===== src/rtl/port_unit_pkg.sv =====
package port_unit_pkg;

  localparam int DW    = 4;
  localparam int NPORT = 4;

  // slot index of each port inside the datapath arrays
  localparam int IDX_PP = 0;
  localparam int IDX_OD = 1;
  localparam int IDX_AD = 2;
  localparam int IDX_PD = 3;

  typedef enum logic [2:0] {
    OP_NOP  = 3'd0,
    OP_IN   = 3'd1,
    OP_OUT  = 3'd2,
    OP_SETB = 3'd3,
    OP_CLRB = 3'd4,
    OP_TSTT = 3'd5,
    OP_TSTF = 3'd6,
    OP_DIR  = 3'd7
  } portOp_e;

  typedef enum logic [1:0] {
    WR_LOAD = 2'd0,
    WR_SET  = 2'd1,
    WR_CLR  = 2'd2
  } wrKind_e;

  typedef struct packed {
    logic [NPORT-1:0] wrHit;
    logic [NPORT-1:0] rdHit;
    wrKind_e          wrKind;
    logic             dirLoad;
    logic             rdReq;
    logic             tstTrue;
    logic             tstFalse;
    logic [DW-1:0]    arg;
  } portStrobe_t;

endpackage


===== src/rtl/port_unit_ctrl.sv =====
module port_unit_ctrl
  import port_unit_pkg::*;
#(
  parameter logic [3:0] PP_NUM = 4'd2,
  parameter logic [3:0] OD_NUM = 4'd3,
  parameter logic [3:0] AD_NUM = 4'd4,
  parameter logic [3:0] PD_NUM = 4'd5
) (
  input  logic          cmdValid,
  input  logic [2:0]    cmdOp,
  input  logic [3:0]    portSel,
  input  logic [DW-1:0] cmdData,
  output portStrobe_t   strobe
);

  localparam logic [3:0] PNUM [NPORT] = '{PP_NUM, OD_NUM, AD_NUM, PD_NUM};

  portOp_e          op;
  logic [NPORT-1:0] selVec;
  logic             isRead;
  logic             isWrite;

  assign op = portOp_e'(cmdOp);

  for (genvar g = 0; g < NPORT; g++) begin : g_sel
    assign selVec[g] = (portSel == PNUM[g]);
  end

  always_comb begin
    isRead  = (op == OP_IN) || (op == OP_TSTT) || (op == OP_TSTF);
    isWrite = (op == OP_OUT) || (op == OP_SETB) || (op == OP_CLRB);
  end

  always_comb begin
    strobe          = '0;
    strobe.arg      = cmdData;
    strobe.rdReq    = cmdValid && isRead;
    strobe.rdHit    = (cmdValid && isRead) ? selVec : '0;
    strobe.wrHit    = (cmdValid && isWrite) ? selVec : '0;
    strobe.dirLoad  = cmdValid && (op == OP_DIR);
    strobe.tstTrue  = cmdValid && (op == OP_TSTT);
    strobe.tstFalse = cmdValid && (op == OP_TSTF);
    case (op)
      OP_SETB: strobe.wrKind = WR_SET;
      OP_CLRB: strobe.wrKind = WR_CLR;
      default: strobe.wrKind = WR_LOAD;
    endcase
  end

endmodule


===== src/rtl/port_unit_dp.sv =====
module port_unit_dp
  import port_unit_pkg::*;
(
  input  logic          clk,
  input  logic          rstN,
  input  logic          backupMode,
  input  portStrobe_t   strobe,
  input  logic [DW-1:0] adPadIn,
  input  logic [DW-1:0] pdPadIn,
  output logic          respValid,
  output logic [DW-1:0] rdData,
  output logic          skip,
  output logic [DW-1:0] ppOut,
  output logic          ppOe,
  output logic [DW-1:0] odDrive,
  output logic [DW-1:0] adOut,
  output logic          adOe,
  output logic [DW-1:0] pdOut,
  output logic [DW-1:0] pdOe
);

  logic [DW-1:0] outLatch [NPORT];
  logic [DW-1:0] rdVal    [NPORT];
  logic          adOutMode;
  logic [DW-1:0] pdDir;
  logic [DW-1:0] inEn;
  logic          pinsLive;
  logic [DW-1:0] readMux;
  logic          anyHit;
  logic          testPass;

  function automatic logic [DW-1:0] applyWrite(
    input wrKind_e kind, input logic [DW-1:0] old, input logic [DW-1:0] arg);
    case (kind)
      WR_LOAD: applyWrite = arg;
      WR_SET:  applyWrite = old | arg;
      WR_CLR:  applyWrite = old & ~arg;
      default: applyWrite = old;
    endcase
  endfunction

  // output latches, one per port
  for (genvar g = 0; g < NPORT; g++) begin : g_latch
    always_ff @(posedge clk or negedge rstN) begin
      if (!rstN)
        outLatch[g] <= '0;
      else if (strobe.wrHit[g])
        outLatch[g] <= applyWrite(strobe.wrKind, outLatch[g], strobe.arg);
    end
  end

  // auto-direction mode: last access kind wins
  always_ff @(posedge clk or negedge rstN) begin
    if (!rstN)
      adOutMode <= 1'b0;
    else if (strobe.wrHit[IDX_AD])
      adOutMode <= 1'b1;
    else if (strobe.rdHit[IDX_AD])
      adOutMode <= 1'b0;
  end

  always_ff @(posedge clk or negedge rstN) begin
    if (!rstN)
      pdDir <= '0;
    else if (strobe.dirLoad)
      pdDir <= strobe.arg;
  end

  assign inEn     = {DW{~backupMode}};
  assign pinsLive = rstN && !backupMode;

  always_comb begin
    rdVal[IDX_PP] = outLatch[IDX_PP];
    rdVal[IDX_OD] = outLatch[IDX_OD];
    rdVal[IDX_AD] = adPadIn & inEn;
    rdVal[IDX_PD] = (pdDir & outLatch[IDX_PD]) | (~pdDir & pdPadIn & inEn);
  end

  always_comb begin
    readMux = '0;
    for (int i = 0; i < NPORT; i++)
      if (strobe.rdHit[i]) readMux = readMux | rdVal[i];
    anyHit = |strobe.rdHit;
    if (strobe.tstTrue)
      testPass = anyHit && ((readMux & strobe.arg) == strobe.arg);
    else if (strobe.tstFalse)
      testPass = anyHit && ((readMux & strobe.arg) == '0);
    else
      testPass = 1'b0;
  end

  always_ff @(posedge clk or negedge rstN) begin
    if (!rstN) begin
      respValid <= 1'b0;
      rdData    <= '0;
      skip      <= 1'b0;
    end else begin
      respValid <= strobe.rdReq;
      rdData    <= strobe.rdReq ? readMux : '0;
      skip      <= testPass;
    end
  end

  // pin gating by reset and backup
  always_comb begin
    ppOut   = rstN ? outLatch[IDX_PP] : '0;
    ppOe    = rstN ? !backupMode : 1'b1;
    odDrive = pinsLive ? outLatch[IDX_OD] : '0;
    adOut   = outLatch[IDX_AD];
    adOe    = pinsLive && adOutMode;
    pdOut   = outLatch[IDX_PD];
    pdOe    = pinsLive ? pdDir : '0;
  end

endmodule


===== src/rtl/port_unit.sv =====
module port_unit
  import port_unit_pkg::*;
#(
  parameter logic [3:0] PP_NUM = 4'd2,
  parameter logic [3:0] OD_NUM = 4'd3,
  parameter logic [3:0] AD_NUM = 4'd4,
  parameter logic [3:0] PD_NUM = 4'd5
) (
  input  logic       clk,
  input  logic       rstN,
  input  logic       backupMode,
  input  logic       cmdValid,
  input  logic [2:0] cmdOp,
  input  logic [3:0] portSel,
  input  logic [3:0] cmdData,
  input  logic [3:0] adPadIn,
  input  logic [3:0] pdPadIn,
  output logic       respValid,
  output logic [3:0] rdData,
  output logic       skip,
  output logic [3:0] ppOut,
  output logic       ppOe,
  output logic [3:0] odDrive,
  output logic [3:0] adOut,
  output logic       adOe,
  output logic [3:0] pdOut,
  output logic [3:0] pdOe
);

  portStrobe_t strobe;

  port_unit_ctrl #(
    .PP_NUM(PP_NUM), .OD_NUM(OD_NUM), .AD_NUM(AD_NUM), .PD_NUM(PD_NUM)
  ) ctrl_i (
    .cmdValid (cmdValid),
    .cmdOp    (cmdOp),
    .portSel  (portSel),
    .cmdData  (cmdData),
    .strobe   (strobe)
  );

  port_unit_dp dp_i (
    .clk        (clk),
    .rstN       (rstN),
    .backupMode (backupMode),
    .strobe     (strobe),
    .adPadIn    (adPadIn),
    .pdPadIn    (pdPadIn),
    .respValid  (respValid),
    .rdData     (rdData),
    .skip       (skip),
    .ppOut      (ppOut),
    .ppOe       (ppOe),
    .odDrive    (odDrive),
    .adOut      (adOut),
    .adOe       (adOe),
    .pdOut      (pdOut),
    .pdOe       (pdOe)
  );

endmodule


===== config.mk =====
export PLATFORM = sky130hd
export DESIGN_NAME = port_unit
export DESIGN_NICKNAME = d
export VERILOG_FILES = /design/src/rtl/port_unit_pkg.sv /design/src/rtl/port_unit_ctrl.sv /design/src/rtl/port_unit_dp.sv /design/src/rtl/port_unit.sv
export SDC_FILE = /design/constraint.sdc
export NUM_CORES = 1
export LEC_CHECK = 0
export BUFFER_PORTS_ARGS = -buffer_cell sky130_fd_sc_hd__buf_2
export CAP_MARGIN = 20
export CORE_MARGIN = 1.5
export CORE_UTILIZATION = 56
export DETAILED_ROUTE_END_ITERATION = 6
export GPL_TIMING_DRIVEN = 0
export HOLD_SLACK_MARGIN = 0.06
export PLACE_DENSITY = 0.81
export REMOVE_ABC_BUFFERS = 1
export SLEW_MARGIN = 20
export SYNTH_ARGS = -nofsm -noshare
export SYNTH_HDL_FRONTEND = slang
export SYNTH_SLANG_ARGS = --single-unit

===== constraint.sdc =====
create_clock -name clk -period 4.4 [get_ports clk]
set_input_delay 0.22 -clock clk [delete_from_list [all_inputs] [get_ports clk]]
set_output_delay 0.22 -clock clk [all_outputs]
set_load 0.01 [all_outputs]

* Yosys cells after proc, flatten, opt, wreduce, memory -nomap -nowiden
Index checks and enable logic that the tools add are counted.
** Cells by class
- Reduce and logical (&&, ||, !) cells :: 23
- Div/mod/pow operators :: 0
- Bitwise logic cells :: 20
- Eq/ne operators :: 14
- Multipliers :: 0
- Shift operators :: 0
- Muxes and demuxes :: 20
- Add/subtract/negate cells :: 0
- $lt $le $gt $ge :: 0
** Operators with widths (count)
- $pmux 4 s3 :: 4
- $mux 4 :: 10
- $and 4x4->4 :: 9
- $or 4x4->4 :: 8
- $eq 3x3->1 const B :: 4
- $logic_and 1x1->1 :: 9
- $eq 4x2->1 const B :: 2
- $eq 4x3->1 const B :: 2
- $not 4->4 :: 2
- $reduce_and 2->1 :: 4
- $eq 3x2->1 const B :: 2
- $mux 1 :: 5
- $eq 4x4->1 :: 1
- $logic_not 4->1 :: 1
- $logic_or 1x1->1 :: 4
- $pmux 2 s2 :: 1
- $reduce_or 4->1 :: 1
- $eq 3x1->1 const B :: 1
- $reduce_bool 3->1 :: 1
- $eq 2x1->1 const B :: 1
- $eq 2x2->1 const B :: 1
- $logic_not 2->1 :: 1
- $reduce_bool 2->1 :: 1
- $logic_not 1->1 :: 1
- $not 1->1 :: 1
** Storage, ports and cells
- Bits in writable memories :: 0
- Memories kept :: 0
- Bits of input ports :: 23
- Logic and storage cells :: 86
- Bits in latches :: 0
- Flip-flop bits (word level) :: 27
- Output and inout bits :: 28
- Bits in read-only memories :: 0

* Longest topological paths before layout
Gate-level depths: netlist of the first run.
- Depth after elaboration :: 17
- Depth in mapped cells :: 8

* Hierarchy
Synthesis of the first run repeated with hierarchy kept, for this count alone.
** Second synthesis, totals
- Cells, all modules :: 194
- Area, all modules :: 1722.9 sq um
** Modules (own cells, without submodules)
- port_unit_dp :: area an instance 1535.2 sq um, sequential area each 675.6 sq um, times used 1, cells an instance 166
- port_unit_ctrl :: area an instance 187.7 sq um, sequential area each 0.0 sq um, times used 1, cells an instance 28

* Least setup slack after synthesis of the first run
Ideal clock, no wire load.
- Path kind :: input-to-reg
- From :: in portSel[0]
- To :: reg dp_i.skip
- Setup time :: 0.136 ns
- Buffers on the path :: 2
- Path slack :: 2.546 ns
- Cell stages on the path :: 7
- Data arrival time :: 1.717 ns
- Cells stage by stage :: buf_6 -> or4b_4 -> buf_6 -> nor3b_2 -> o311ai_1 -> a311oi_1 -> a221oi_2
** On the way
- Longest elaborated chain between the ends :: 14
- Elaborated cells on any way between the ends :: 20
** Ends and longest elaborated chain
- start, declared :: line port_unit.sv:14 : input logic [3:0] portSel,
- $eq 4x2->1 :: line port_unit_ctrl.sv:26 : assign selVec[g] = (portSel == PNUM[g]);
- $mux 4 * :: line port_unit_ctrl.sv:38 : strobe.rdHit = (cmdValid && isRead) ? selVec : '0;
- $mux 4 :: line port_unit_dp.sv:82 : if (strobe.rdHit[i]) readMux = readMux | rdVal[i];
- $or 4x4->4 :: line port_unit_dp.sv:82
- $mux 4 :: line port_unit_dp.sv:82
- $or 4x4->4 :: line port_unit_dp.sv:82
- $mux 4 :: line port_unit_dp.sv:82
- $or 4x4->4 :: line port_unit_dp.sv:82
- $mux 4 :: line port_unit_dp.sv:82
- $and 4x4->4 :: line port_unit_dp.sv:85, port_unit_dp.sv:87
- $logic_not 4->1 :: line port_unit_dp.sv:87 : testPass = anyHit && ((readMux & strobe.arg) == '0);
- $logic_and 1x1->1 :: line port_unit_dp.sv:87
- $mux 1 :: line port_unit_dp.sv:86 : else if (strobe.tstFalse)
- $mux 1 * :: line port_unit_dp.sv:84 : if (strobe.tstTrue)
- named net dp_i.testPass :: line port_unit_dp.sv:30 : logic testPass;
- end signal, assigned :: line port_unit_dp.sv:100 : skip <= testPass;
- end, declared :: line port_unit_dp.sv:12 : output logic skip,
The timed path passes the listed nets; every way through them passes the cells marked *.
A chain may end at the register's enable or synchronous reset.

* Final worst setup path of the first run
- From :: in rstN
- To :: out odDrive[3]
** On the way
- Longest elaborated chain between the ends :: 2
** Ends and longest elaborated chain
- start, declared :: line port_unit.sv:10 : input logic rstN,
- $logic_and 1x1->1 :: line port_unit_dp.sv:70 : assign pinsLive = rstN && !backupMode;
- $mux 4 :: line port_unit_dp.sv:108 : odDrive = pinsLive ? outLatch[IDX_OD] : '0;
- end, declared :: line port_unit.sv:23 : output logic [3:0] odDrive,
Every way passes these cells.

==> key figures, run 1 <==
Status
  • Status: finished, final reports clean

Global route
  • Largest net degree at the start of global routing: 34
  • Busiest grt layer: met2
  • Met2 Track Usage GR: 44.6%
  • Met3 GRT Util: 3.25%
  • GR Overflow Total: 0
  • Initial antenna violation count: 0
  • Grt met1 use: between 30% and 40%
  • Total track usage: 28.0%
  • Vias in the first global route: 1621
  • First-pass GRT wire length: approximately 7.6 mm

STA
  • Worst-Margin Slew: roughly 660 ps
  • Post-route clock period utilization: 56.0%
  • Final Setup Violations: 0
  • Setup TNS: 0 ps
  • RSZ-0062 raised after global routing: false
  • Slew margin rel.: 55.7%
  • Fmax: 406 MHz
  • Hold_ws: 191 ps
  • Slew Viols, Final: 0
  • Final setup margin: 1940 ps
  • Clock skew: about 7.6 ps
  • Final Hold Vio Count: 0
  • Fin crit period: roughly 2500 ps

Worst setup path
  • WP data arrival: 2240 ps
  • Critical path startpoint category: input port
  • CP Class: input port to primary output
  • Critical-path maximum fanout: 33
  • Crit end category: primary output
  • Critical Path RT: 4180 ps

Worst hold path
  • Hold WC Path Type: input port to flop

Logic synthesis
  • Sequential area share after synthesis: 37.3%
  • Netlist cell types: 37
  • FF+latch count, synth: 27
  • Most frequent cell after synthesis: dfrtp_1
  • Post-Syn Area: 1810 sq um
  • Post-synth EDFFs: 0
  • Synth top area share: 37.3%
  • Syn_area_per_cell: between 9 and 10 sq um
  • Yosys Warn Count: 0
  • Ys async rst share: between 90% and 100%
  • Area contributors post-synth: dfrtp_1, o221ai_1, o21ai_0
  • Leading area contributor after synthesis: dfrtp_1
  • Post-synth top cells: dfrtp_1, o21ai_0, o221ai_1, a22oi_1, and2_1
  • Gate count of the mapped netlist: 200
  • Post-synth top flop: dfrtp_1

Clock network
  • Post-CTS Hold Fix Bufs: 1
  • Worst-Skew Late Latency: 340 ps
  • CTS HTree Levels: 1
  • Post-CTS setup buffer count: 0
  • Clock Pin Slew Worst Setup and Hold Paths: 140 ps
  • Root Buffer: clkbuf_4
  • CTS resizes: 0
  • Cts bufs inserted: 3
  • TritonCTS clock tree: yes
  • CTS Buffer Depth: 2
  • Clock sinks: 27

Job
  • Max cap viols: 0

Floorplanning
  • Row cnt: 20
  • Die area: between 3000 and 4000 sq um
  • Die Width: 59.9 microns
  • # IOs: 51
  • Core ar.: 3050 sq um
  • Die height: 59.9 microns
  • Initial Util: 59.3%

Power and ir drop
  • Worst ir drop on vdd: 0.000157 V
  • Leakage power: 0.838 nW
  • Clock share of power: a little under a fifth
  • Combinational power share: 28.1%
  • Seq pwr share: between 50% and 60%
  • Sw frac: between 30% and 40%
  • Int Power: 0.395 mW
  • Power density over the cells: between 200 and 300 nW/um^2
  • Switching Power: 0.206 mW

Cells and area
  • FILL cells: 288
  • Ant. Diodes: 0
  • Sequential Area: 676 sq um
  • Post-Layout Cell Count: 280
  • Fraction of layout cells with a size suffix above 1: 28.8%
  • Multi-input gate area: 996 sq um
  • Synth-to-Final Area Change: 12.4%
  • Nets: 260

Detailed routing
  • TritonRoute pass-1 iters: 4
  • Vias/cell: 6.33
  • Post-route ant nets: 0
  • Detailed Route Iter0 Violations: 85
  • Via count: around 1800
  • DRC violations left: 0
  • Wire length per cell: 17.0 microns
  • WL final: ~4.8 mm

Placed design
  • Port bufs: 50
  • Placed cell count: around 280
  • Routability congestion estimate: 0.884
  • HPWL after DPL: 3.40 mm
  • Pre-CTS WS: ~2100 ps
[critical path, stage by stage]
cell	delay, ps
dlygate4sd3_1	520
buf_2	540
nor2b_1	610
and2_1	220
buf_2	130
[path summary, 6_finish.rpt]
kind	slack (ps)	end	start	depth (start not counted)
setup / recovery	1940	odDrive[3]	rstN	5
hold / removal	190	dp_i.rdData[0]$_DFF_PN0_	cmdValid	3
setup reg to reg	2510	dp_i.skip$_DFF_PN0_	dp_i.pdDir[0]$_DFFE_PN0P_	5
hold reg to reg	520	dp_i.adOutMode$_DFFE_PN0P_	dp_i.adOutMode$_DFFE_PN0P_	2
max in group asynchronous	3550	dp_i.outLatch[9]$_DFFE_PN0P_	rstN	2
min in group asynchronous	430	dp_i.pdDir[1]$_DFFE_PN0P_	rstN	2
[layer usage]
layer  vias up  wire, microns
met1       844           2070
met3         4            361
li1        833              -
met4         0             45
met2        92           2280
met5         -              0
[cells by family (layout without fill, tap and decap cells)]
| group | after synthesis | count (layout) | share of synthesized area [%] |
|---|---|---|---|
| and+or+nand+nor | 68 | 68 | 22.7 |
| buffers and inverters | 25 | 61 | 7.73 |
| AOI/OAI and AO/OA | 75 | 75 | 29.6 |
| muxes | 4 | 4 | 2.21 |
| DFF | 27 | 27 | 37.3 |
| xor gates and xnor gates | 1 | 1 | 0.484 |
[cells in the final DEF (no fill, tap or decap), drive strengths merged, types with 2 or more instances in the layout]
master  synthesis  layout
buf            11      50
dfrtp          27      27
o21ai          26      26
o221ai         18      18
a22oi          16      16
and2           15      15
nand2          13      13
nor2           12      12
inv             6       6
nor3b           6       6
or3b            5       5
a21oi           4       4
mux2i           4       4
nand2b          3       3
o31a            3       3
clkbuf          8       3
o311ai          3       3
nand3b          2       2
nor3            2       2
nor2b           2       2
nand3           2       2
[power groups by stage]
stage | combinational (mW) | clock [mW] | sequential [mW]
global route | 0.188 | 0.123 | 0.325
finish | 0.169 | 0.112 | 0.319
global placement | 0.164 | 0 | 0.323
floorplan | 0.0894 | 0 | 0.323
CTS | 0.168 | 0.114 | 0.319
detailed placement | 0.167 | 0 | 0.324
[per-stage QoR]
step | total power [mW] | util [%] | area, sq um
floorplan | 0.412 | - | 1690
global placement | 0.487 | 65.5 | 2000
detailed placement | 0.490 | 65.5 | 2000
CTS | 0.601 | 66.7 | 2040
global route | 0.636 | 66.7 | 2040
finish | 0.600 | 66.7 | 2040
[state kept, by name (all words and copies together) (netlist names)]
name	cells
dp_i.adOutMode	1
dp_i.outLatch	8
dp_i.adOut	4
dp_i.respValid	1
dp_i.skip	1
dp_i.pdDir	4
dp_i.pdOut	4
dp_i.rdData	4
[area by class of cell]
cell class | instances | share of cell area (%)
multi-input cells | 148 | 48.9
repair buffers | 51 | 12.8
clock inverters | 1 | 0.246
inverters | 6 | 1.11
clock buffers | 3 | 1.11
well taps | 44 | 2.70
flip-flops and latches | 27 | 33.2
(Power assumes the default switching activity.)
==> run 2: changes to the inputs <==
--- a/config.mk
+++ b/config.mk
@@ -8,11 +8,11 @@
 export BUFFER_PORTS_ARGS = -buffer_cell sky130_fd_sc_hd__buf_2
 export CAP_MARGIN = 20
 export CORE_MARGIN = 1.5
-export CORE_UTILIZATION = 56
+export CORE_UTILIZATION = 47
 export DETAILED_ROUTE_END_ITERATION = 6
 export GPL_TIMING_DRIVEN = 0
 export HOLD_SLACK_MARGIN = 0.06
-export PLACE_DENSITY = 0.81
+export PLACE_DENSITY = 0.72
 export REMOVE_ABC_BUFFERS = 1
 export SLEW_MARGIN = 20
 export SYNTH_ARGS = -nofsm -noshare
==> constraint.sdc (replaced) <==
create_clock -name clk -period 2 [get_ports clk]
set_input_delay 0.1 -clock clk [delete_from_list [all_inputs] [get_ports clk]]
set_output_delay 0.1 -clock clk [all_outputs]
set_load 0.01 [all_outputs]
==> key figures, run 2 (synthesis gave the netlist of run 1 again) <==
Cells and area
  • Synth-to-Final Area Change: 14.8%
  • Nets: between 200 and 300
  • Largest register FFs: 8
  • Most frequent cells in the layout: buf_2, dfrtp_1, o21ai_0
  • Fin area: 2080 sq um
  • Most common cell after layout, fill and taps aside: buf_2
  • Fraction of layout cells with a size suffix above 1: 28.7%
  • Most flop-heavy register: dp_i.outLatch
  • Ant. Diodes: 0

Detailed routing
  • Vias/cell: 6.13
  • Post-route ant nets: 0
  • WL final: 4.89 mm
  • Via count: about 1700
  • DRC violations left: 0
  • Wire length per cell: 17.2 microns
  • TritonRoute pass-1 iters: 4
  • Detailed Route Iter0 Violations: 134

Placed design
  • HPWL after DPL: 3.46 mm
  • Post-DP Area: 2000 sq um
  • Pre-CTS WS: -85.2 ps
  • Port bufs: 50
  • Routability congestion estimate: between 0.9 and 1

Global route
  • First-pass GRT wire length: 7.82 mm
  • GR Overflow Total: 0
  • Largest net degree at the start of global routing: 28
  • Vias in the first global route: 1568
  • Initial antenna violation count: 0
  • Total track usage: between 20% and 30%

STA
  • Final Hold Vio Count: 0
  • Post-route clock period utilization: a little over nine tenths
  • Fmax: approximately 530 MHz
  • Clock skew: 5.45 ps
  • Final setup margin: approximately 120 ps
  • RSZ-0062 raised after global routing: false
  • Fin crit period: between 1500 and 2000 ps
  • Worst-Margin Slew: 640 ps
  • Slew margin rel.: 57.4%
  • Slew Viols, Final: 0
  • Final Setup Violations: 0

Floorplanning
  • Die Width: 65.1 microns
  • Die area: roughly 4200 sq um
  • Core ar.: about 3700 sq um
  • # IOs: slightly above 50
  • Row cnt: 22
  • Die height: around 65 microns
  • Initial Util: 49.1%

Clock network
  • CTS HTree Levels: 1
  • Worst-Skew Late Latency: 270 ps
  • Clock Pin Slew Worst Setup and Hold Paths: about 90 ps
  • CTS Buffer Depth: 2
  • Post-CTS setup buffer count: 0
  • Clock sinks: 27
  • CTS resizes: 0
  • Cts bufs inserted: 3
  • Root Buffer: clkbuf_8
  • TritonCTS clock tree: yes

Power and ir drop
  • Total power: ~1.4 mW
  • Worst ir drop on vdd: 0.000318 V
  • Power density over the cells: 669 nW/um^2
  • Leakage power: 0.853 nW

Worst hold path
  • Hold WC Path Type: input port to flop
  • Hold Crit Start: cmdValid

Worst setup path
  • Crit end category: flop
  • Critical path startpoint category: input port
  • RR Startpoint: dp_i.pdDir[0]$_DFFE_PN0P_
  • CP Class: input port to flop
  • WP data arrival: 2070 ps
  • Critical-path maximum fanout: 22
  • CP startpoint: cmdOp[2]
  • Critical Path RT: ~2200 ps

Job
  • Max cap viols: 0

Status
  • Status: finished, final reports clean
## run 2: worst paths after layout
kind	endpoint	slack [ps]	cells after the start
worst max-delay path	dp_i.outLatch[15]$_DFFE_PN0P_	120	6
worst min-delay path	dp_i.rdData[0]$_DFF_PN0_	130	3
worst max register to register	dp_i.skip$_DFF_PN0_	130	5
worst min register to register	dp_i.adOutMode$_DFFE_PN0P_	520	2
max in group asynchronous	dp_i.outLatch[13]$_DFFE_PN0P_	1430	3
min in group asynchronous	dp_i.rdData[0]$_DFF_PN0_	410	3
## run 2: critical path, cell delays in order
cell      delay (ps)
buf_2            330
nor3b_1          270
o21ai_0          220
nor3_1           490
o21ai_0          380
o221ai_1         280
## run 2: report_power, final
part	internal, mW	leakage (nW)	switching, mW
Sequential	0.630	0.296	0.0772
Combinational	0.167	0.534	0.204
Clock	0.143	0.0228	0.170
## run 2: layout make-up
cell class	count	area (sq um)
Clock buffer	4	45.0
Fill cell	357	1610
Inverter	6	22.5
Multi-Input combinational cell	148	996
Sequential cell	27	676
Tap cell	48	60.1
Timing Repair Buffer	52	280
## run 2: timing repair
| item | CTS | global route |
|---|---|---|
| hold buffers | 2 | 0 |
| setup endpoints to repair | 0 | 0 |
| endpoints found under the hold margin | 27 | 0 |
## run 2: stage by stage
| step | setup TNS, ps | utilization (%) | std cells | hold slack (ps) |
|---|---|---|---|---|
| 2_1_floorplan | 0 | - | 181 | -196 |
| 3_3_place_gp | -252 | 54.3 | 279 | 178 |
| 3_5_place_dp | -306 | 54.3 | 279 | 168 |
| 4_1_cts | 0 | 56.4 | 285 | 131 |
| 5_1_grt | 0 | 56.4 | 285 | 135 |
| 6_report | 0 | 56.4 | 285 | 128 |
## run 2: metal layers
layer	global-route usage, %	vias to the layer above	routed length [microns]
met2	39.3	81	2330
li1	-	832	-
met5	0	-	0
met1	33.7	827	2190
met3	2.78	7	306
met4	8.07	0	63
